`src/rtl/pit_pkg.sv`:
```
package pit_pkg;

    typedef enum logic [1:0] {
        PORT_CTRL  = 2'd0,
        PORT_DATA0 = 2'd1,
        PORT_DATA2 = 2'd2,
        PORT_NONE  = 2'd3
    } port_e;

    typedef enum logic {
        SEQ_LO = 1'b0,
        SEQ_HI = 1'b1
    } seq_e;

    typedef enum logic {
        CH_IDLE = 1'b0,
        CH_RUN  = 1'b1
    } ch_e;

    localparam logic [1:0] ACCESS_LOHI = 2'b11;

endpackage

```
`src/rtl/pit_ctrl_decode.sv`:
```
module pit_ctrl_decode
    import pit_pkg::*;
#(
    parameter int DATA_W = 8,
    parameter int MODE_W = 3,
    parameter int NCH    = 2
) (
    input  logic                  clk,
    input  logic                  rst_n,
    input  logic                  wr_en,
    input  logic [1:0]            wr_sel,
    input  logic [DATA_W-1:0]     wr_data,
    output logic [NCH-1:0]        mode_we,
    output logic [MODE_W-1:0]     mode_val,
    output logic [NCH-1:0]        load,
    output logic [2*DATA_W-1:0]   load_val,
    output logic                  cmd_err
);

    seq_e              seq_q, seq_nx;
    logic [DATA_W-1:0] lo_q;
    logic              err_q;
    logic              ctrl_wr, data_wr, bad_word, data_idx;
    logic [1:0]        ch_field, acc_field;

    assign ch_field  = wr_data[DATA_W-1 -: 2];
    assign acc_field = wr_data[DATA_W-3 -: 2];
    assign mode_val  = wr_data[MODE_W:1];
    assign ctrl_wr   = wr_en && (wr_sel == PORT_CTRL);
    assign data_wr   = wr_en && ((wr_sel == PORT_DATA0) || (wr_sel == PORT_DATA2));
    assign data_idx  = (wr_sel == PORT_DATA2);
    assign bad_word  = ctrl_wr && ((acc_field != ACCESS_LOHI) ||
                                   (ch_field == 2'd1) || (ch_field == 2'd3));
    assign load_val  = {wr_data, lo_q};
    assign cmd_err   = err_q;

    // State register
    always_ff @(posedge clk) begin
        if (!rst_n) seq_q <= SEQ_LO;
        else        seq_q <= seq_nx;
    end

    // Next state and load strobes
    always_comb begin
        seq_nx = seq_q;
        load   = '0;
        unique case (seq_q)
            SEQ_LO: if (data_wr) seq_nx = SEQ_HI;
            SEQ_HI: if (data_wr) begin
                seq_nx         = SEQ_LO;
                load[data_idx] = 1'b1;
            end
        endcase
    end

    always_comb begin
        mode_we    = '0;
        mode_we[0] = ctrl_wr && !bad_word && (ch_field == 2'd0);
        mode_we[1] = ctrl_wr && !bad_word && (ch_field == 2'd2);
    end

    always_ff @(posedge clk) begin
        if (!rst_n) begin
            lo_q  <= '0;
            err_q <= 1'b0;
        end else begin
            err_q <= bad_word;
            if (data_wr && seq_q == SEQ_LO) lo_q <= wr_data;
        end
    end

    a_r4_err_after_ctrl: assert property (@(posedge clk) disable iff (!rst_n)
        cmd_err |-> $past(wr_en && wr_sel == PORT_CTRL));
    a_r5_load_returns_lo: assert property (@(posedge clk) disable iff (!rst_n)
        (|load) |=> (seq_q == SEQ_LO));
    a_r5_single_load: assert property (@(posedge clk) disable iff (!rst_n)
        $onehot0(load));
    a_r3_single_mode: assert property (@(posedge clk) disable iff (!rst_n)
        $onehot0(mode_we));

endmodule

```
`src/rtl/pit_channel.sv`:
```
module pit_channel
    import pit_pkg::*;
#(
    parameter int CNT_W  = 16,
    parameter int MODE_W = 3
) (
    input  logic              clk,
    input  logic              rst_n,
    input  logic              tick_en,
    input  logic              load,
    input  logic [CNT_W-1:0]  load_val,
    input  logic              mode_we,
    input  logic [MODE_W-1:0] mode_val,
    input  logic              stat_clr,
    output logic              expire,
    output logic [7:0]        status
);

    localparam int EXT_W = CNT_W + 1;
    localparam logic [EXT_W-1:0] FULL_RANGE = EXT_W'(1) << CNT_W;
    localparam logic [EXT_W-1:0] ONE        = EXT_W'(1);

    ch_e               state_q, state_nx;
    logic [EXT_W-1:0]  cnt_q, reload_q, load_ext;
    logic [MODE_W-1:0] mode_q;
    logic              flag_q, expire_q, fire;

    assign load_ext = (load_val == '0) ? FULL_RANGE : {1'b0, load_val};
    assign fire     = (state_q == CH_RUN) && tick_en && (cnt_q == ONE) && !mode_we && !load;

    // State register
    always_ff @(posedge clk) begin
        if (!rst_n) state_q <= CH_IDLE;
        else        state_q <= state_nx;
    end

    always_comb begin
        state_nx = state_q;
        unique case (state_q)
            CH_IDLE: if (load)    state_nx = CH_RUN;
            CH_RUN:  if (mode_we) state_nx = CH_IDLE;
                     else if (load) state_nx = CH_RUN;
        endcase
    end

    // Counter, flag and pulse
    always_ff @(posedge clk) begin
        if (!rst_n) begin
            cnt_q    <= ONE;
            reload_q <= ONE;
            mode_q   <= '0;
            flag_q   <= 1'b0;
            expire_q <= 1'b0;
        end else begin
            expire_q <= fire;
            if (mode_we) mode_q <= mode_val;
            if (load) begin
                cnt_q    <= load_ext;
                reload_q <= load_ext;
            end else if (state_q == CH_RUN && tick_en) begin
                cnt_q <= (cnt_q == ONE) ? reload_q : cnt_q - ONE;
            end
            if (fire)          flag_q <= 1'b1;
            else if (stat_clr) flag_q <= 1'b0;
        end
    end

    // Outputs
    always_comb begin
        expire = expire_q;
        status = {2'b00, flag_q, 1'b0, mode_q, 1'b0};
    end

    a_r9_pulse_needs_tick: assert property (@(posedge clk) disable iff (!rst_n)
        expire |-> $past(tick_en));
    a_r6_count_nonzero: assert property (@(posedge clk) disable iff (!rst_n)
        (state_q == CH_RUN) |-> (cnt_q != '0));
    a_r8_flag_with_pulse: assert property (@(posedge clk) disable iff (!rst_n)
        expire |-> status[5]);
    a_r8_read_clears: assert property (@(posedge clk) disable iff (!rst_n)
        (stat_clr && !fire) |=> !status[5]);
    a_r3_stop_halts: assert property (@(posedge clk) disable iff (!rst_n)
        mode_we |=> (state_q == CH_IDLE && !expire));

endmodule

```
`src/rtl/pit_pair.sv`:
```
module pit_pair
    import pit_pkg::*;
#(
    parameter int DATA_W = 8,
    parameter int MODE_W = 3
) (
    input  logic              clk,
    input  logic              rst_n,
    input  logic              tick_en,
    input  logic              wr_en,
    input  logic [1:0]        wr_sel,
    input  logic [DATA_W-1:0] wr_data,
    input  logic              rd_en,
    output logic [7:0]        rd_data,
    output logic [1:0]        expire,
    output logic              cmd_err
);

    localparam int NCH   = 2;
    localparam int CNT_W = 2 * DATA_W;

    logic [NCH-1:0]    mode_we, load;
    logic [MODE_W-1:0] mode_val;
    logic [CNT_W-1:0]  load_val;
    logic [7:0]        stat0_unused;

    pit_ctrl_decode #(.DATA_W(DATA_W), .MODE_W(MODE_W), .NCH(NCH)) u_dec (
        .clk      (clk),
        .rst_n    (rst_n),
        .wr_en    (wr_en),
        .wr_sel   (wr_sel),
        .wr_data  (wr_data),
        .mode_we  (mode_we),
        .mode_val (mode_val),
        .load     (load),
        .load_val (load_val),
        .cmd_err  (cmd_err)
    );

    for (genvar g = 0; g < NCH; g++) begin : g_ch
        if (g == NCH - 1) begin : g_read
            pit_channel #(.CNT_W(CNT_W), .MODE_W(MODE_W)) u_ch (
                .clk(clk), .rst_n(rst_n), .tick_en(tick_en),
                .load(load[g]), .load_val(load_val),
                .mode_we(mode_we[g]), .mode_val(mode_val),
                .stat_clr(rd_en), .expire(expire[g]), .status(rd_data)
            );
        end else begin : g_plain
            pit_channel #(.CNT_W(CNT_W), .MODE_W(MODE_W)) u_ch (
                .clk(clk), .rst_n(rst_n), .tick_en(tick_en),
                .load(load[g]), .load_val(load_val),
                .mode_we(mode_we[g]), .mode_val(mode_val),
                .stat_clr(1'b0), .expire(expire[g]), .status(stat0_unused)
            );
        end
    end

endmodule

```
`config.mk`:
```
export PLATFORM = sky130hd
export DESIGN_NAME = pit_pair
export DESIGN_NICKNAME = d
export VERILOG_FILES = /design/src/rtl/pit_pkg.sv /design/src/rtl/pit_ctrl_decode.sv /design/src/rtl/pit_channel.sv /design/src/rtl/pit_pair.sv
export SDC_FILE = /design/constraint.sdc
export NUM_CORES = 1
export LEC_CHECK = 0
export BUFFER_PORTS_ARGS = -buffer_cell sky130_fd_sc_hd__buf_2
export CAP_MARGIN = 0
export CORE_ASPECT_RATIO = 1.1
export CORE_MARGIN = 3
export CORE_UTILIZATION = 56
export CTS_CLUSTER_SIZE = 25
export DETAILED_ROUTE_END_ITERATION = 8
export GPL_ROUTABILITY_DRIVEN = 0
export GPL_TIMING_DRIVEN = 0
export PLACE_DENSITY_LB_ADDON = 0.12
export SLEW_MARGIN = 5
export SYNTH_ARGS = -nofsm -noshare
export SYNTH_HDL_FRONTEND = slang
export SYNTH_SLANG_ARGS = --single-unit
```
`constraint.sdc`:
```
create_clock -name clk -period 3.3 [get_ports clk]
set_clock_uncertainty 0.2 [all_clocks]
set_input_delay 0.66 -clock clk [delete_from_list [all_inputs] [get_ports clk]]
set_output_delay 0.66 -clock clk [all_outputs]
set_load 0.01 [all_outputs]
```
==> metrics, run 1 <==
via count around 4k; FFs w/ async S/R, synth 0%; Post-CTS Setup Bufs 0; Slew HR around 52%; number of global-route vias before repair 3844; H-tree depth 3; # hold bufs at CTS 0; Critical-path top delay cell clkbuf_1; Detailed Route WL 11.92 mm; overall global routing resource usage around 27%; post-synth top area cell dfxtp_1; Initial Util 58.23%; DRC 0; HP Start g_ch[1].g_read.u_ch.reload_q[15]; hold_ws between 0.2 and 0.3 ns; fill count 698; Avg Vias per Cell about 6; fin area 0.004856 mm²; n_diodes 0; num rows 33; area fraction of the dominant cell type after synthesis 39.35%; Max Slew Vio Count 0; Top Metal Used met4; Seq/Total Area, Yosys 39.35%; worst reg2reg path depth 6; Final Cycle Share between 70 and 80%; LEAKAGE about 1.8 nW; Crit. End Element flip-flop; share of post-route cells with drive strength above 1 roughly a tenth; max-cap viol count 0; setup TNS 0 ns; met1 wire length 5.075 mm; CP startpoint kind input pin; hold endpoint g_ch[1].g_read.u_ch.reload_q[15]; Crit path arrival time 2.63 ns; grt total ovfl 0; Synth Flop Type dfxtp_1; clock latency on the worst-skew pair 0.36 ns; Worst R2R End g_ch[1].g_read.u_ch.cnt_q[15]; final setup fails 0; post-cts gate resize count 0; Area contributors post-synth dfxtp_1 39%, nand2_1 7.1%, a21oi_1 6.2%; minimum clock period about 2.6 ns; Met3 Wirelength 598 µm; DR pass1 iterations 5; ANT nets after route 0; Core Box Area 0.007515 mm²; Area after DPL 0.004618 mm²; crit path launch wr_sel[0]; CTS root buffer clkbuf_8; wire per inst approximately 18 µm; RSZ-0062 raised after global routing false; critical-path cell list buf_2 -> inv_1 -> ha_1 -> and4_1 -> clkbuf_1 -> clkbuf_1 -> clkbuf_1 -> nand2_1 -> o32ai_1; mapped cell area 0.004375 mm²; final hold vios 0; WP buf/inv 5; highest clock rate 0.3916 GHz; Netlist cell types 68; number of synthesized flops with an enable pin 0; CTS tree done; CP Max Fanout 10; synth-to-layout area growth 10.98%; Hold Crit Depth 2; status completed; IR Drop Worst-Case VDD 0.0003009 V; Mean Syn Cell Area roughly 8.2 µm²; Power per Cell Area 490.3 mW/mm²; met2 WL 5.868 mm; Final HPWL DP 8.578 mm; global-route wire length before repair 19.40 mm; die width 90.28 µm; die area 0.008911 mm²; Net count, final 589; R2R Setup Slk 0.76 ns; Worst Path Class, Setup in -> reg; Worst Hold Class reg -> reg; CTS sink cnt 86; number of antenna violations at the first check in global routing 0; worst stage delay on the critical path roughly 0.39 ns; most used cell along the critical path clkbuf_1; largest net degree at the start of global routing 15; Post-Syn Instances 533; Clock Path Buffers 2; starting DRC count in detailed routing 228; Final Util 64.62%; Slew @ Worst Pin 0.7157 ns; # port buffers 20; family with the most delay on the worst path buffers and inverters; Clock Pin Slew Worst Setup and Hold Paths 0.09 ns; Synth Warn # 0; # IOs 26; Inserted Clock Buffers 9; Die H 98.71 µm; Data required, critical path 3.37 ns; worst r2r src g_ch[1].g_read.u_ch.cnt_q[5]; Yosys reg bits 86
-- cell usage after synthesis, drive strengths merged (3+ instances only) --
cell type / n
dfxtp: 86
nand2: 83
a21oi: 54
nor2: 51
o21ai: 24
clkbuf: 21
nor3: 19
mux2i: 18
buf: 15
nand3: 13
nor4: 13
a21boi: 10
inv: 10
nand4: 10
xnor2: 9
o22ai: 8
o32ai: 8
ha: 7
xor2: 7
o31ai: 5
a211oi: 4
a221o: 4
a311oi: 4
a221oi: 3
a31oi: 3
and2: 3
nand3b: 3
nor3b: 3
o211ai: 3
-- worst max path at each step --
stage | slack [ns] | to | cells past startpoint
after global placement | 0.41 | g_ch[1].g_read.u_ch.cnt_q[3] | 9
after global routing | 0.61 | g_ch[1].g_read.u_ch.cnt_q[3] | 9
after CTS | 0.79 | g_ch[1].g_read.u_ch.cnt_q[15] | 6
final | 0.75 | g_ch[1].g_read.u_ch.cnt_q[4] | 9
after floorplan | 0.87 | g_ch[1].g_read.u_ch.cnt_q[3] | 8
after detailed placement | 0.43 | g_ch[1].g_read.u_ch.cnt_q[4] | 9
-- tightest hold or removal path, stage by stage, from the launching register on --
cell     delay, ns
dfxtp_1       0.32
nand2_1       0.05
a21oi_1       0.05
-- flip-flops by register name, summed over array words and instances, names as in the netlist --
| name | cells |
|---|---|
| g_ch.g_plain.u_ch.cnt_q | 17 |
| g_ch.g_plain.u_ch.expire | 1 |
| g_ch.g_plain.u_ch.reload_q | 17 |
| g_ch.g_plain.u_ch.state_q | 1 |
| g_ch.g_read.u_ch.cnt_q | 17 |
| g_ch.g_read.u_ch.expire | 1 |
| g_ch.g_read.u_ch.flag_q | 1 |
| g_ch.g_read.u_ch.mode_q | 3 |
| g_ch.g_read.u_ch.reload_q | 17 |
| g_ch.g_read.u_ch.state_q | 1 |
| u_dec.cmd_err | 1 |
| u_dec.lo_q | 8 |
| u_dec.seq_q | 1 |
-- metal layers --
metal	global-route usage, %	up-vias
li1	-	1989
met1	34.54	1923
met5	0	-
met4	12.60	0
met3	3.130	25
met2	46.32	128
-- cells by family (layout without fill, tap and decap cells) --
logic type                 count (synthesis)  in the layout  share of synthesized area, %
AOI/OAI and AO/OA                        145            145                         21.42
xor gates and xnor gates                  16             16                         3.203
adders and majority gates                  7              7                         2.002
buffers and inverters                     47             83                         5.233
DFF                                       86             86                         39.35
muxes                                     19             19                         4.375
other                                      1              4                       0.08571
and+or+nand+nor                          212            212                         24.34
-- cell usage in the layout (no fill, tap or decap), drive strengths merged, types with 5 or more instances in the layout --
master  synthesis  routed
xnor2           9       9
nor2           51      51
dfxtp          86      86
a21boi         10      10
nor3           19      19
nand3          13      13
mux2i          18      18
a21oi          54      54
buf            15      35
o22ai           8       8
nand2          83      83
clkbuf         21      32
o32ai           8       8
xor2            7       7
nand4          10      10
inv            10      11
o21ai          24      24
nor4           13      13
ha              7       7
o31ai           5       5
-- where the power goes --
| part | internal [mW] | switching, mW | leakage [nW] |
|---|---|---|---|
| Clock | 0.507 | 0.384 | 0.114 |
| Sequential | 1.06 | 0.0304 | 0.695 |
| Combinational | 0.152 | 0.249 | 1.00 |
| Total | 1.72 | 0.663 | 1.81 |
-- stage by stage --
stage	instances	setup WS [ns]	power (mW)
finish	677	0.7462	2.381
global route	677	0.6139	2.473
floorplan	536	0.8736	1.399
detailed placement	661	0.4268	1.506
CTS	677	0.7936	2.381
global placement	661	0.4050	1.499
-- layout make-up --
cell class	count	area [µm²]	share of cell area, %
Clock inverter	5	106.4	2.190
Sequential cell	86	1722	35.45
Inverter	11	55.05	1.134
Timing Repair Buffer	20	100.1	2.061
Buffer	36	173.9	3.582
Clock buffer	11	131.4	2.705
Tap cell	105	131.4	2.705
Multi-Input combinational cell	403	2436	50.17
Note: power is estimated with default switching activity, not from simulation.
==> inputs of run 2 (changes only) <==
ABC_AREA = 1   (was unset)
clock period = 2.1 ns   (was 3.3 ns; I/O delays follow)
==> run 2 against run 1 <==
Compared with the run above:
- via count rose by 19%
- sequential power rose by 56%
- wire length rose by 5.7%
- power rose by 49%
- combinational power rose by 76%
- largest cell class unchanged
- largest power group unchanged
- register-to-register slack got worse by 0.63 ns
- final cell count rose by 36%
- critical endpoint is now g_ch[0].g_plain.u_ch.cnt_q[10]
- non-clock buffer count rose by 2
==> metrics, run 2 <==
Post-synth top cells 196 x nand2_1, 114 x inv_1, 87 x nand3_1, 86 x dfxtp_1, 66 x a21oi_1; crit path launch g_ch[0].g_plain.u_ch.cnt_q[1]; Die H 105.1 µm (+6.5%); final hold vios 0 (unchanged); share of post-route cells with drive strength above 1 13.56% (+3.6 points); status completed; CTS root buffer clkbuf_8; Slew @ Worst Pin 0.6828 ns (-0.03292 ns); Power per Cell Area 647.6 mW/mm² (+32%); Post-Syn Instances 768 (+44%); CTS sink cnt 86 (unchanged); CP startpoint kind flip-flop; # hold bufs at CTS 0 (unchanged); largest net degree at the start of global routing 17 (+2); DRC 0 (unchanged); number of synthesized flops with an enable pin 0 (unchanged); Core Box Area 0.008539 mm² (+14%); LEAKAGE 2.424 nW (+34%); Net count, final 828 (+41%); Synth Warn # 0 (unchanged); global-route wire length before repair 20.62 mm (+6.3%); minimum clock period between 1.5 and 2 ns; # port buffers 21 (+5.0%); starting DRC count in detailed routing 230 (+0.88%); Inserted Clock Buffers 9 (unchanged); ANT nets after route 0 (unchanged); Clock Pin Slew Worst Setup and Hold Paths 0.10 ns (about the same); Final HPWL DP 9.715 mm (+13%); # IOs 26 (unchanged); CP Max Fanout 6 (-4); Final Cycle Share a little over nine tenths; Final Util 64.07% (-0.55 points); fin area 0.005472 mm² (+13%); Data required, critical path 2.13 ns (-1.24 ns); synth-to-layout area growth 9.407%; H-tree depth 3 (unchanged); Yosys reg bits 86 (unchanged); Clock Path Buffers 2 (unchanged); leading cell types in the layout, fill and taps excluded 196 x nand2_1, 114 x inv_1, 87 x nand3_1, 85 x dfxtp_1, 66 x a21oi_1; critical-path cell list inv_1 -> ha_1 -> nand2_1 -> nor2_1 -> nand2_1 -> nand2_1 -> nand3_1 -> nand2_1 -> a21oi_1; final setup fails 0 (unchanged); clock latency on the worst-skew pair 0.37 ns (about the same); DR pass1 iterations 5 (unchanged); FFs w/ async S/R, synth 0% (unchanged); max-cap viol count 0 (unchanged); Worst Hold Class in -> reg; worst r2r src g_ch[0].g_plain.u_ch.cnt_q[1]; post-synth top area cell dfxtp_1; Max Slew Vio Count 0 (unchanged); hold_ws 0.09195 ns (-0.1676 ns); IR Drop Worst-Case VDD 0.0003566 V (+19%); num rows 35 (+6.1%); Crit. End Element flip-flop; most common cell after layout, fill and taps aside nand2_1; mapped cell area 0.005001 mm² (+14%); Avg Vias per Cell 5.230 (-13%); Area after DPL 0.005256 mm² (+14%); overall global routing resource usage 25.87% (-1.3 points); Detailed Route WL 12.60 mm (+5.7%); area fraction of the dominant cell type after synthesis 34.43% (-4.9 points); wire per inst 13.66 µm (-22%); Crit path arrival time 2.00 ns (-0.63 ns); Mean Syn Cell Area 6.512 µm² (-21%); number of global-route vias before repair 4429 (+15%); most used cell along the critical path nand2_1; via count 4822 (+19%); die width 96.11 µm (+6.5%); Slew HR 54.48% (+2.2 points); worst stage delay on the critical path 0.42 ns (+0.03 ns); Seq/Total Area, Yosys 34.43% (-4.9 points); RSZ-0062 raised after global routing true; die area 0.01010 mm² (+13%); fill count 816 (+17%); Area contributors post-synth dfxtp_1 34%, nand2_1 15%, nand3_1 8.7%; Netlist cell types 32 (-53%); Initial Util 58.56% (+0.34 points); CTS tree done; number of antenna violations at the first check in global routing 0 (unchanged); highest clock rate 0.5083 GHz; grt total ovfl 0 (unchanged); Critical-path top delay cell nor2_1; Worst Path Class, Setup reg -> reg; most common cell in the netlist nand2_1; Synth Flop Type dfxtp_1; Pwr Total 3.543 mW (+49%); HP Start rd_en; n_diodes 0 (unchanged)
[run 2: cell count changes after synthesis, sizes merged, moves of 10 or more]
cell and change:
inv +109, nand2 +123, nor3 -15, nor2 +24
clkbuf -11, o21ai +22, nand4 -10, a21oi +20
nand3b +15, nand3 +77, mux2i -18, nor4 -13
a21boi -10
[run 2: metrics by stage]
step | setup TNS, ns | setup WS, ns | instances
after CTS | 0 | 0.1452 | 919
final | 0 | 0.1326 | 922
after floorplan | 0 | 0.2206 | 771
after detailed placement | -2.350 | -0.1873 | 903
after global routing | -0.001204 | -0.001204 | 922
after global placement | -0.9157 | -0.1625 | 903
[run 2: layout make-up]
cell class / instances / area (µm²) / share of cell area [%]
plain buffers: 34 / 262.8 / 4.802
clock buffers: 10 / 137.6 / 2.515
clock inverters: 6 / 51.30 / 0.9376
inverters: 119 / 449.2 / 8.209
multi-input cells: 532 / 2581 / 47.18
flip-flops and latches: 86 / 1723 / 31.49
well taps: 111 / 138.9 / 2.538
repair buffers: 24 / 127.6 / 2.332
[run 2: cell families (layout without fill, tap and decap cells)]
| kind of cell | count (synthesis) | after routing | share of synthesized area, % |
|---|---|---|---|
| and+or+nand+nor | 399 | 399 | 36.43 |
| buffers and inverters | 153 | 193 | 14.19 |
| AOI/OAI and AO/OA | 122 | 122 | 13.14 |
| DFF | 86 | 86 | 34.43 |
| adders and majority gates | 7 | 7 | 1.751 |
| other | 1 | 4 | 0.07498 |
[run 2: worst paths after layout]
| check | end | slack [ns] | depth (start not counted) |
|---|---|---|---|
| setup / recovery | g_ch[0].g_plain.u_ch.cnt_q[10] | 0.13 | 9 |
| hold / removal | g_ch[1].g_read.u_ch.flag_q | 0.09 | 3 |
| setup reg to reg | g_ch[0].g_plain.u_ch.cnt_q[10] | 0.13 | 9 |
| hold reg to reg | g_ch[0].g_plain.u_ch.reload_q[5] | 0.27 | 2 |
[run 2: where the power goes]
group	internal, mW	switching, mW	total, mW
sequential	1.67	0.0347	1.70
combinational	0.265	0.438	0.702
clock	0.479	0.660	1.14
[run 2: routing by layer]
metal	GRT usage (%)	up-vias	share of wire, %
li1	-	2484	-
met2	44.50	100	50
met1	32.10	2216	43
met4	9.146	0	2.3
met3	3.888	22	4.2
met5	0	-	0
[run 2: what timing repair did]
action | 4_1_cts | 5_1_grt
setup buffers | 0 | 3
gates resized for setup | 0 | 2
setup endpoints to repair | 0 | 14
[run 2: critical path: cells and delay by family (launching register included)]
family                   cells  cell delay (ns)
AND/OR/NAND/NOR              6             0.93
buffers and inverters        1             0.09
flip-flops                   1             0.33
AO/OA/AOI/OAI                1             0.05
adder cells (fa/ha/maj)      1             0.23
==> inputs of run 3 (changes only) <==
ABC_AREA = 0   (was 1)
CORE_UTILIZATION = 55   (was 56)
==> run 3 against run 2 <==
Compared with the run above:
- register-to-register slack got worse by 0.12 ns
- first-iteration DRC count up 28%
- cell area fell by 4.7%
- non-clock buffer count grew 22
- sequential cell count stayed put
- largest cell class unchanged
==> metrics, run 3 (synthesized netlist as in run 1, its figures left out) <==
status completed; Slew @ Worst Pin 0.6686 ns (-0.01417 ns); Power per Cell Area 698.5 mW/mm² (+7.9%); Slew HR 55.43% (+0.94 points); most used cell along the critical path buf_6; final hold vios 0 (unchanged); Final HPWL DP 8.665 mm (-11%); Avg Vias per Cell 6.175 (+18%); Net count, final 613 (-26%); clock latency on the worst-skew pair 0.36 ns (about the same); R2R Setup Slk 0.02 ns (-0.12 ns); Detailed Route WL 12.74 mm (+1.1%); wire per inst 18.17 µm (+33%); Max Slew Vio Count 0 (unchanged); n_diodes 0 (unchanged); DR pass1 iterations 6 (+1); IR Drop Worst-Case VDD 0.0005332 V (+50%); RSZ-0062 raised after global routing true; num rows 33 (-5.7%); Pwr Total 3.641 mW (+2.8%); Data required, critical path 2.16 ns (+0.03 ns); synth-to-layout area growth 19.13%; CTS sink cnt 86 (unchanged); via count 4329 (-10%); number of antenna violations at the first check in global routing 0 (unchanged); H-tree depth 3 (unchanged); minimum clock period 2.083 ns (+0.1152 ns); Inserted Clock Buffers 9 (unchanged); # port buffers 20 (-4.8%); Area after DPL 0.004632 mm² (-12%); die area 0.009063 mm² (-10%); Clock Pin Slew Worst Setup and Hold Paths 0.09 ns (about the same); Critical-path top delay cell dfxtp_2; CTS tree done; Crit. End Element flip-flop; Core Box Area 0.007597 mm² (-11%); starting DRC count in detailed routing 295 (+28%); share of post-route cells with drive strength above 1 21.81% (+8.2 points); max-cap viol count 0 (unchanged); Final Cycle Share 99.17% (+5.5 points); LEAKAGE 2.009 nW (-17%); setup ws final 0.01740 ns (-0.1152 ns); global-route wire length before repair 20.08 mm (-2.6%); highest clock rate 0.4802 GHz (-5.5%); Worst Path Class, Setup reg -> reg; ANT nets after route 0 (unchanged); Initial Util 57.59% (-0.97 points); CP Max Fanout 7 (+1); CP startpoint kind flip-flop; number of global-route vias before repair 3947 (-11%); grt total ovfl 0 (unchanged); Placed Cells 661 (-27%); fin area 0.005213 mm² (-4.7%); family with the most delay on the worst path simple AND/OR/NAND/NOR gates; Crit path arrival time 2.14 ns (+0.14 ns); DRC 0 (unchanged); Clock Path Buffers 2 (unchanged); CTS root buffer clkbuf_8; most common cell after layout, fill and taps aside nand2_1; die width 91.04 µm (-5.3%); leading cell types in the layout, fill and taps excluded 81 x nand2_1, 77 x dfxtp_1, 54 x a21oi_1, 45 x nor2_1, 28 x buf_4; dpl ws -0.4717 ns (-0.2844 ns); WP buf/inv 3 (+2); final setup fails 0 (unchanged); Final Util 68.61% (+4.5 points); final std cells w/o fill 701 (-24%); Worst Hold Class in -> reg; critical-path cell list nor4_4 -> buf_6 -> and4b_1 -> buf_6 -> nand3_4 -> buf_4 -> mux2i_1 -> o211a_1; largest net degree at the start of global routing 16 (-1); # IOs 26 (unchanged); worst stage delay on the critical path 0.37 ns (-0.05 ns); overall global routing resource usage 27.58% (+1.7 points); Die H 99.55 µm (-5.3%)
==> run 3: changes by cell type in the layout (fill, tap and decap cells not counted), sizes merged, moves of 13 or more <==
cell    delta
nand3     -77
nor4      +13
nor3      +15
o21ai     -22
buf       +14
nand2    -123
inv      -112
nand3b    -15
mux2i     +18
a21oi     -20
nor2      -24
==> run 3: per-layer routing <==
metal	share of wire (%)	up-vias	routed length, µm	global-route usage [%]
li1	-	2038	-	-
met1	40	2079	5105	33.92
met2	51	191	6549	48.64
met3	6.6	21	836	4.992
met4	2.0	0	249	9.281
met5	0	-	0	0
==> run 3: path summary, 6_finish.rpt <==
kind | start | endpoint | cells past startpoint
hold reg to reg | g_ch[0].g_plain.u_ch.reload_q[14] | g_ch[0].g_plain.u_ch.reload_q[14] | 2
hold / removal | rd_en | g_ch[1].g_read.u_ch.flag_q | 4
setup reg to reg | g_ch[0].g_plain.u_ch.cnt_q[3] | g_ch[0].g_plain.u_ch.cnt_q[8] | 8
setup / recovery | g_ch[0].g_plain.u_ch.cnt_q[3] | g_ch[0].g_plain.u_ch.cnt_q[8] | 8
==> run 3: final cells by class <==
class	count	area (µm²)
buffer	36	209.0
clock buffer	10	137.6
clock inverter	6	47.55
fill	660	2385
inverter	11	57.56
multi-input combinational	403	2577
sequential	86	1740
tap	105	131.4
timing repair buffer	44	311.5
==> run 3: power by group <==
part / total [mW] / internal (mW) / switching, mW
Sequential: 1.71 / 1.66 / 0.0520
Combinational: 0.828 / 0.389 / 0.439
Clock: 1.10 / 0.468 / 0.630
Total: 3.64 / 2.52 / 1.12
==> run 3: per-stage QoR <==
| stage | hold WS, ns | setup TNS, ns |
|---|---|---|
| floorplan | 0.2322 | 0 |
| global placement | 0.2420 | -19.76 |
| detailed placement | 0.2469 | -21.42 |
| CTS | 0.1322 | 0 |
| global route | 0.1529 | -0.2371 |
| finish | 0.1431 | 0 |
==> run 3: worst register-to-register path, cell delays in order (launching register included) <==
cell and delay, ns:
dfxtp_2 0.37, nor4_4 0.26, buf_6 0.17, and4b_1 0.21, buf_6 0.13, nand3_4 0.14
buf_4 0.20, mux2i_1 0.11, o211a_1 0.20
==> run 3: what timing repair did <==
item / in CTS / in global routing
endpoints found under the setup margin: 36 / 42
gates resized for setup: 30 / 45
gates cloned: 1 / 0
setup buffers: 13 / 10
hold buffers: 0 / 0
pin swaps: 10 / 12
